<file path="src/rtl/bcd_cal_pkg.sv">
package bcd_cal_pkg;

  localparam int REG_W     = 8;
  localparam int REG_COUNT = 8;
  localparam int ADDR_W    = $clog2(REG_COUNT);

  localparam int SEC_IDX  = 0;
  localparam int MIN_IDX  = 1;
  localparam int HOUR_IDX = 2;
  localparam int DOW_IDX  = 3;
  localparam int DATE_IDX = 4;
  localparam int MON_IDX  = 5;
  localparam int YEAR_IDX = 6;
  localparam int CENT_IDX = 7;
  localparam int HOLD_BIT = 6;

  // byte i is the value reloaded into register i when a field wraps
  localparam logic [REG_COUNT*REG_W-1:0] STEP_LOW = 64'h00_00_01_01_01_00_00_00;
  // default start: century 20, year 00, Jan 01, weekday 1, 00:00:00
  localparam logic [REG_COUNT*REG_W-1:0] DEFAULT_INIT = 64'h20_00_01_01_01_00_00_00;

  typedef struct packed {
    logic advance;  // counters step this cycle
    logic copyVis;  // visible bank loads from counters
  } calStrobe_t;

  function automatic logic [6:0] bcdToBin(input logic [7:0] b);
    return 7'(b[7:4]) * 7'd10 + 7'(b[3:0]);
  endfunction

  function automatic logic [7:0] bcdStep(input logic [7:0] v, input logic [7:0] top,
                                         input logic [7:0] low);
    if (v == top)          return low;
    else if (v[3:0] == 4'd9) return {v[7:4] + 4'd1, 4'd0};
    else                   return {v[7:4], v[3:0] + 4'd1};
  endfunction

  function automatic logic [7:0] monthLast(input logic [7:0] mon, input logic [7:0] yr);
    logic [6:0] yrBin;
    yrBin = bcdToBin(yr);
    case (mon)
      8'h02:                      return (yrBin[1:0] == 2'b00) ? 8'h29 : 8'h28;
      8'h04, 8'h06, 8'h09, 8'h11: return 8'h30;
      default:                    return 8'h31;
    endcase
  endfunction

endpackage

</file>
<file path="src/rtl/bcd_cal_ctrl.sv">
module bcd_cal_ctrl
  import bcd_cal_pkg::*;
(
  input  logic              clk,
  input  logic              rst_n,
  input  logic              secTick,
  input  logic              wrEn,
  input  logic [ADDR_W-1:0] addr,
  input  logic [REG_W-1:0]  wrData,
  output calStrobe_t        strobe,
  output logic              holdState
);

  logic centWrite;
  assign centWrite = wrEn && (addr == ADDR_W'(CENT_IDX));

  always_ff @(posedge clk) begin
    if (!rst_n)         holdState <= 1'b0;
    else if (centWrite) holdState <= wrData[HOLD_BIT];
  end

  always_comb begin
    strobe.advance = secTick;
    strobe.copyVis = !holdState;
  end

  // write to the century address loads the hold flag from bit 6
  p_hold_load_r7: assert property (@(posedge clk) disable iff (!rst_n)
    centWrite |=> (holdState == $past(wrData[HOLD_BIT])));

  // no other access moves the hold flag
  p_hold_kept_r9: assert property (@(posedge clk) disable iff (!rst_n)
    !centWrite |=> $stable(holdState));

endmodule

</file>
<file path="src/rtl/bcd_cal_datapath.sv">
module bcd_cal_datapath
  import bcd_cal_pkg::*;
#(
  parameter logic [REG_COUNT*REG_W-1:0] INIT_TIME = DEFAULT_INIT
)(
  input  logic              clk,
  input  logic              rst_n,
  input  calStrobe_t        strobe,
  input  logic              holdState,
  input  logic [ADDR_W-1:0] addr,
  output logic [REG_W-1:0]  rdData
);

  logic [REG_W-1:0] cnt [REG_COUNT];
  logic [REG_W-1:0] vis [REG_COUNT];
  logic [REG_COUNT*REG_W-1:0] cntAll, visAll, stepTop;
  logic [REG_COUNT-1:0] stepEn;
  logic [REG_W-1:0] lastDate;
  logic secEnd, minEnd, dayEnd, monEnd, yrEnd, cenCarry;

  always_comb begin
    lastDate = monthLast(cnt[MON_IDX], cnt[YEAR_IDX]);
    secEnd   = (cnt[SEC_IDX] == 8'h59);
    minEnd   = secEnd && (cnt[MIN_IDX] == 8'h59);
    dayEnd   = minEnd && (cnt[HOUR_IDX] == 8'h23);
    monEnd   = dayEnd && (cnt[DATE_IDX] == lastDate);
    yrEnd    = monEnd && (cnt[MON_IDX] == 8'h12);
    cenCarry = yrEnd && (cnt[YEAR_IDX] == 8'h99);
    stepEn   = {cenCarry, yrEnd, monEnd, dayEnd, dayEnd, minEnd, secEnd, 1'b1};
    stepTop  = {8'h39, 8'h99, 8'h12, lastDate, 8'h07, 8'h23, 8'h59, 8'h59};
  end

  for (genvar i = 0; i < REG_COUNT; i++) begin : g_field
    localparam logic [REG_W-1:0] INIT_I = (i == CENT_IDX) ?
      (INIT_TIME[REG_W*i +: REG_W] & 8'h3F) : INIT_TIME[REG_W*i +: REG_W];

    always_ff @(posedge clk) begin
      if (!rst_n)
        cnt[i] <= INIT_I;
      else if (strobe.advance && stepEn[i])
        cnt[i] <= bcdStep(cnt[i], stepTop[REG_W*i +: REG_W], STEP_LOW[REG_W*i +: REG_W]);
    end

    always_ff @(posedge clk) begin
      if (!rst_n)              vis[i] <= INIT_I;
      else if (strobe.copyVis) vis[i] <= cnt[i];
    end

    assign cntAll[REG_W*i +: REG_W] = cnt[i];
    assign visAll[REG_W*i +: REG_W] = vis[i];
  end

  always_comb begin
    if (addr == ADDR_W'(CENT_IDX))
      rdData = {1'b0, holdState, vis[CENT_IDX][5:0]};
    else
      rdData = vis[addr];
  end

  // visible bank is frozen while the hold flag is set
  p_vis_frozen_r7: assert property (@(posedge clk) disable iff (!rst_n)
    !strobe.copyVis |=> $stable(visAll));

  // an unfrozen cycle loads the whole bank from the counters together
  p_vis_reload_r8: assert property (@(posedge clk) disable iff (!rst_n)
    strobe.copyVis |=> (visAll == $past(cntAll)));

  // counters move on a tick regardless of the hold flag
  p_count_runs_r8: assert property (@(posedge clk) disable iff (!rst_n)
    strobe.advance |=> !$stable(cnt[SEC_IDX]));

  // seconds stay legal BCD in 00..59
  p_sec_bcd_r2: assert property (@(posedge clk) disable iff (!rst_n)
    (cnt[SEC_IDX][3:0] <= 4'd9) && (cnt[SEC_IDX] <= 8'h59));

  // weekday stays in 1..7 and moves only at the midnight rollover
  p_dow_range_r4: assert property (@(posedge clk) disable iff (!rst_n)
    (cnt[DOW_IDX] >= 8'h01) && (cnt[DOW_IDX] <= 8'h07));

  p_dow_hold_r4: assert property (@(posedge clk) disable iff (!rst_n)
    !(strobe.advance && cnt[HOUR_IDX] == 8'h23 && cnt[MIN_IDX] == 8'h59
      && cnt[SEC_IDX] == 8'h59) |=> $stable(cnt[DOW_IDX]));

endmodule

</file>
<file path="src/rtl/bcd_cal_clock.sv">
module bcd_cal_clock
  import bcd_cal_pkg::*;
#(
  parameter logic [REG_COUNT*REG_W-1:0] INIT_TIME = DEFAULT_INIT
)(
  input  logic              clk,
  input  logic              rst_n,
  input  logic              secTick,
  input  logic [ADDR_W-1:0] addr,
  input  logic [REG_W-1:0]  wrData,
  input  logic              wrEn,
  output logic [REG_W-1:0]  rdData
);

  calStrobe_t strobe;
  logic       holdState;

  bcd_cal_ctrl u_ctrl (
    .clk       (clk),
    .rst_n     (rst_n),
    .secTick   (secTick),
    .wrEn      (wrEn),
    .addr      (addr),
    .wrData    (wrData),
    .strobe    (strobe),
    .holdState (holdState)
  );

  bcd_cal_datapath #(.INIT_TIME(INIT_TIME)) u_datapath (
    .clk       (clk),
    .rst_n     (rst_n),
    .strobe    (strobe),
    .holdState (holdState),
    .addr      (addr),
    .rdData    (rdData)
  );

endmodule

</file>
<file path="config.mk">
export PLATFORM = sky130hd
export DESIGN_NAME = bcd_cal_clock
export DESIGN_NICKNAME = d
export VERILOG_FILES = /design/src/rtl/bcd_cal_pkg.sv /design/src/rtl/bcd_cal_ctrl.sv /design/src/rtl/bcd_cal_datapath.sv /design/src/rtl/bcd_cal_clock.sv
export SDC_FILE = /design/constraint.sdc
export NUM_CORES = 1
export LEC_CHECK = 0
export ABC_CLOCK_PERIOD_IN_PS = 3310
export BUFFER_PORTS_ARGS = -buffer_cell sky130_fd_sc_hd__buf_4
export CORE_MARGIN = 4
export CORE_UTILIZATION = 50
export DETAILED_ROUTE_END_ITERATION = 12
export PLACE_DENSITY = 0.66
export SETUP_SLACK_MARGIN = 0.1
export SLEW_MARGIN = 20
export SYNTH_ARGS = -nofsm -noshare
export SYNTH_HDL_FRONTEND = slang
export SYNTH_SLANG_ARGS = --single-unit
</file>
<file path="constraint.sdc">
create_clock -name clk -period 3.31 [get_ports clk]
set_clock_uncertainty 0.15 [all_clocks]
set_input_delay 0.1655 -clock clk [delete_from_list [all_inputs] [get_ports clk]]
set_output_delay 0.1655 -clock clk [all_outputs]
set_load 0.03 [all_outputs]
</file>
==> impl_results.md <==
* Peak VDD IR at 0.374 mV
* Sw power at 886 µW
* Syn Std Cell Area at 6650 µm²
* DP Wirelength at 9460 µm
* Initial antenna violation count at 0
* Post-synth top area share at 56.9%
* WL met3 at 694 µm
* DRC viols at 0
* FP Rows at 41
* Layout net count at 604
* Post-synth EDFFs at about 130
* Headroom to the max-slew limit at 48.1%
* Core area at 12800 µm²
* DRT antenna net count at 0
* Postcts setup bufs at 0
* Die Y at 123 µm
* Worst min-delay path class: in2reg
* Met2 wire length at 6000 µm
* Multi-input gate area at 2660 µm²
* CP Capture Type: flip-flop
* Max cap viols at 0
* Cell type with the highest aggregate area in the netlist: edfxtp_1
* Mean post-synth cell area at 12.6 µm²
* Worst Path Required at ~3.3 ns
* Layout cells sized above 1 at a little under a fifth
* # fillers at 1006
* Syn. warnings at 0
* Syn-to-layout area delta at 14.5%
* CP startpoint kind: flip-flop
* Cells after synthesis at ~530
* Total number of vias at 4182
* #FFs+latches synth at 127
* PwrDens at 526 nW/µm²
* TritonCTS Buffers at 17
* Internal power at roughly 3.1 mW
* Ant. Diodes at 0
* Largest net degree at the start of global routing at 34
* Top FF cell, synth: edfxtp_1
* Port bufs at 15
* Vias in the first global route at 4107
* RSZ-0062 raised after global routing: no
* Mapped Nets at 575
* Worst EP arrival at 3.00 ns
* CTS tree: built
* Clock root cell: clkbuf_16
* Global-route wire length before repair at 21400 µm
* Iter 0 DRT Violations at 329
* Clk network pwr share at a little under half
* Total GRT Usage at between 10% and 20%
* Sequential cell area at 3800 µm²
* Min Clock Period, post-route at 3.01 ns
* TNS Setup at 0 ns
* Fraction of registers with async set/reset at 0%
* Synth top area cells: edfxtp_1 57%, ha_1 6.2%, mux4_2 5.1%
* Crit Path Category: reg2reg
* Routability cong. at 0.814
* I/O pins at 23
* Vias per inst at 5.64
* Met1 WL at 6400 µm
* Peak Freq at 0.332 GHz
* Status: completed
* Power share of the combinational group at roughly 6.0%
* Post-synthesis sequential area ratio at 57.2%
* Cell area after layout at ~7600 µm²
* CTS sink cnt at 127
* Clock latency on the worst-skew pair at between 0.4 and 0.5 ns
* Sw frac at approximately 22%
* Clock transition at path regs at 0.06 ns
* H-tree level count at 4
* Crit-path max FO at 6
* Routed Wire Length at between 10000 and 15000 µm
* Max Buffers Root-to-Sink at 2
* Finish-stage setup viols at 0
* Worst Max-Slew Pin Slew at between 0.7 and 0.8 ns
* Drt first pass iters at 7
* Post-synth cell types at 52
* Routed len/inst at 18.1 µm
* Starting Density at 51.8%
* Final-report hold violation count at 0
* Top routing layer in use: met4
* Die area at approximately 15000 µm²
* Die width at between 100 and 150 µm
* Leakage at 2.86 nW
* Flop pwr share at 46.9%
* Tcrit/Tclk final at 91.0%
* Post-DP Area at 6980 µm²
* Total gr overflow at 0
* Final Max Slew Viols at 0
## sequential cells by signal, indices dropped and copies added, names as in the netlist
signal and count:
u_datapath.vis 62, u_ctrl.holdState 1, u_datapath.cnt 64
## cell families after synthesis
kind of cell,share of synthesized area [%]
muxes,6.89
AOI/OAI and AO/OA,3.26
and+or+nand+nor,18.9
DFF,57.2
buffers and inverters,3.03
xor gates and xnor gates,4.48
adders and majority gates,6.21
## power by group through the flow
stage | registers [mW] | logic [mW] | clock network, mW
finish | 1.88 | 0.239 | 1.88
CTS | 1.88 | 0.241 | 1.90
global placement | 1.91 | 0.233 | 0
floorplan | 1.89 | 0.173 | 0
detailed placement | 1.91 | 0.238 | 0
global route | 1.88 | 0.264 | 1.98
## through the flow
stage / setup WS (ns) / std cells / util, % / hold WS [ns] / power, mW
finish: 0.298 / 741 / 59.4 / 0.0330 / 4.00
global route: 0.103 / 741 / 59.4 / 0.0409 / 4.13
floorplan: 0.247 / 527 / - / 0.159 / 2.06
CTS: 0.201 / 741 / 59.2 / 0.0191 / 4.02
global placement: 0.315 / 707 / 54.4 / 0.254 / 2.14
detailed placement: 0.223 / 707 / 54.4 / 0.261 / 2.15
## repair_timing
action	4_1_cts	5_1_grt
hold buffers	2	0
setup endpoints to repair	0	22
resized for setup	0	4
endpoints found under the hold margin	1	0
## per-layer routing
metal  vias up  global-route usage (%)
met5         -                       0
met4         0                    8.03
met3        18                    4.48
met2       112                    28.6
met1      2078                    26.9
li1       1974                       -
## critical path, cell delays in order (launching register included)
cell	delay, ns
edfxtp_1	0.45
inv_1	0.13
ha_1	0.18
nand2_1	0.09
or2_2	0.33
or3_1	0.48
or2_2	0.38
o41ai_1	0.32
buf_4	0.20
## final timing paths
path / from / depth (start not counted) / slack, ns / end
setup / recovery: u_datapath.cnt[1][17] / 8 / 0.30 / u_datapath.cnt[1][30]
hold / removal: secTick / 2 / 0.03 / u_datapath.cnt[0][2]
hold reg to reg: u_datapath.cnt[1][27] / 1 / 0.46 / u_datapath.vis[7][3]
setup reg to reg: u_datapath.cnt[1][17] / 8 / 0.30 / u_datapath.cnt[1][30]
## layout by cell type, fill, tap and decap left out, types with 3 or more instances in the layout
cell type,n
a21oi_1,4
and2_1,43
buf_4,29
bufinv_16,3
clkbuf_16,17
clkinvlp_4,5
edfxtp_1,126
ha_1,33
inv_1,26
mux2_2,8
mux2i_1,3
mux4_2,15
nand2_1,27
nand2b_1,4
nand3_1,18
nand3b_1,8
nor2_1,55
nor2b_1,3
nor3_1,33
nor4_1,5
nor4_4,3
o211ai_1,3
o21ai_0,7
or2_2,7
or3_1,5
xnor2_1,20
xor2_1,14
## final cells by class
cell class,count,area share [%]
repair buffers,31,3.12
well taps,172,2.83
clock buffers,18,5.64
flip-flops and latches,127,50.0
multi-input cells,353,35.0
inverters,26,1.28
clock inverters,14,2.20
## synth_stat cells, types with 3 or more instances
cell type and instances:
a21oi_1 4, and2_1 43, clkbuf_1 13, edfxtp_1 126
ha_1 33, inv_1 26, mux2_2 8, mux2i_1 3
mux4_2 15, nand2_1 28, nand2b_1 4, nand3_1 18
nand3b_1 8, nor2_1 56, nor2b_1 3, nor3_1 33
nor4_1 5, nor4_4 3, o211ai_1 3, o21ai_0 9
or2_2 7, or3_1 5, xnor2_1 20, xor2_1 14
No activity file was read; power rests on OpenSTA's default activity.
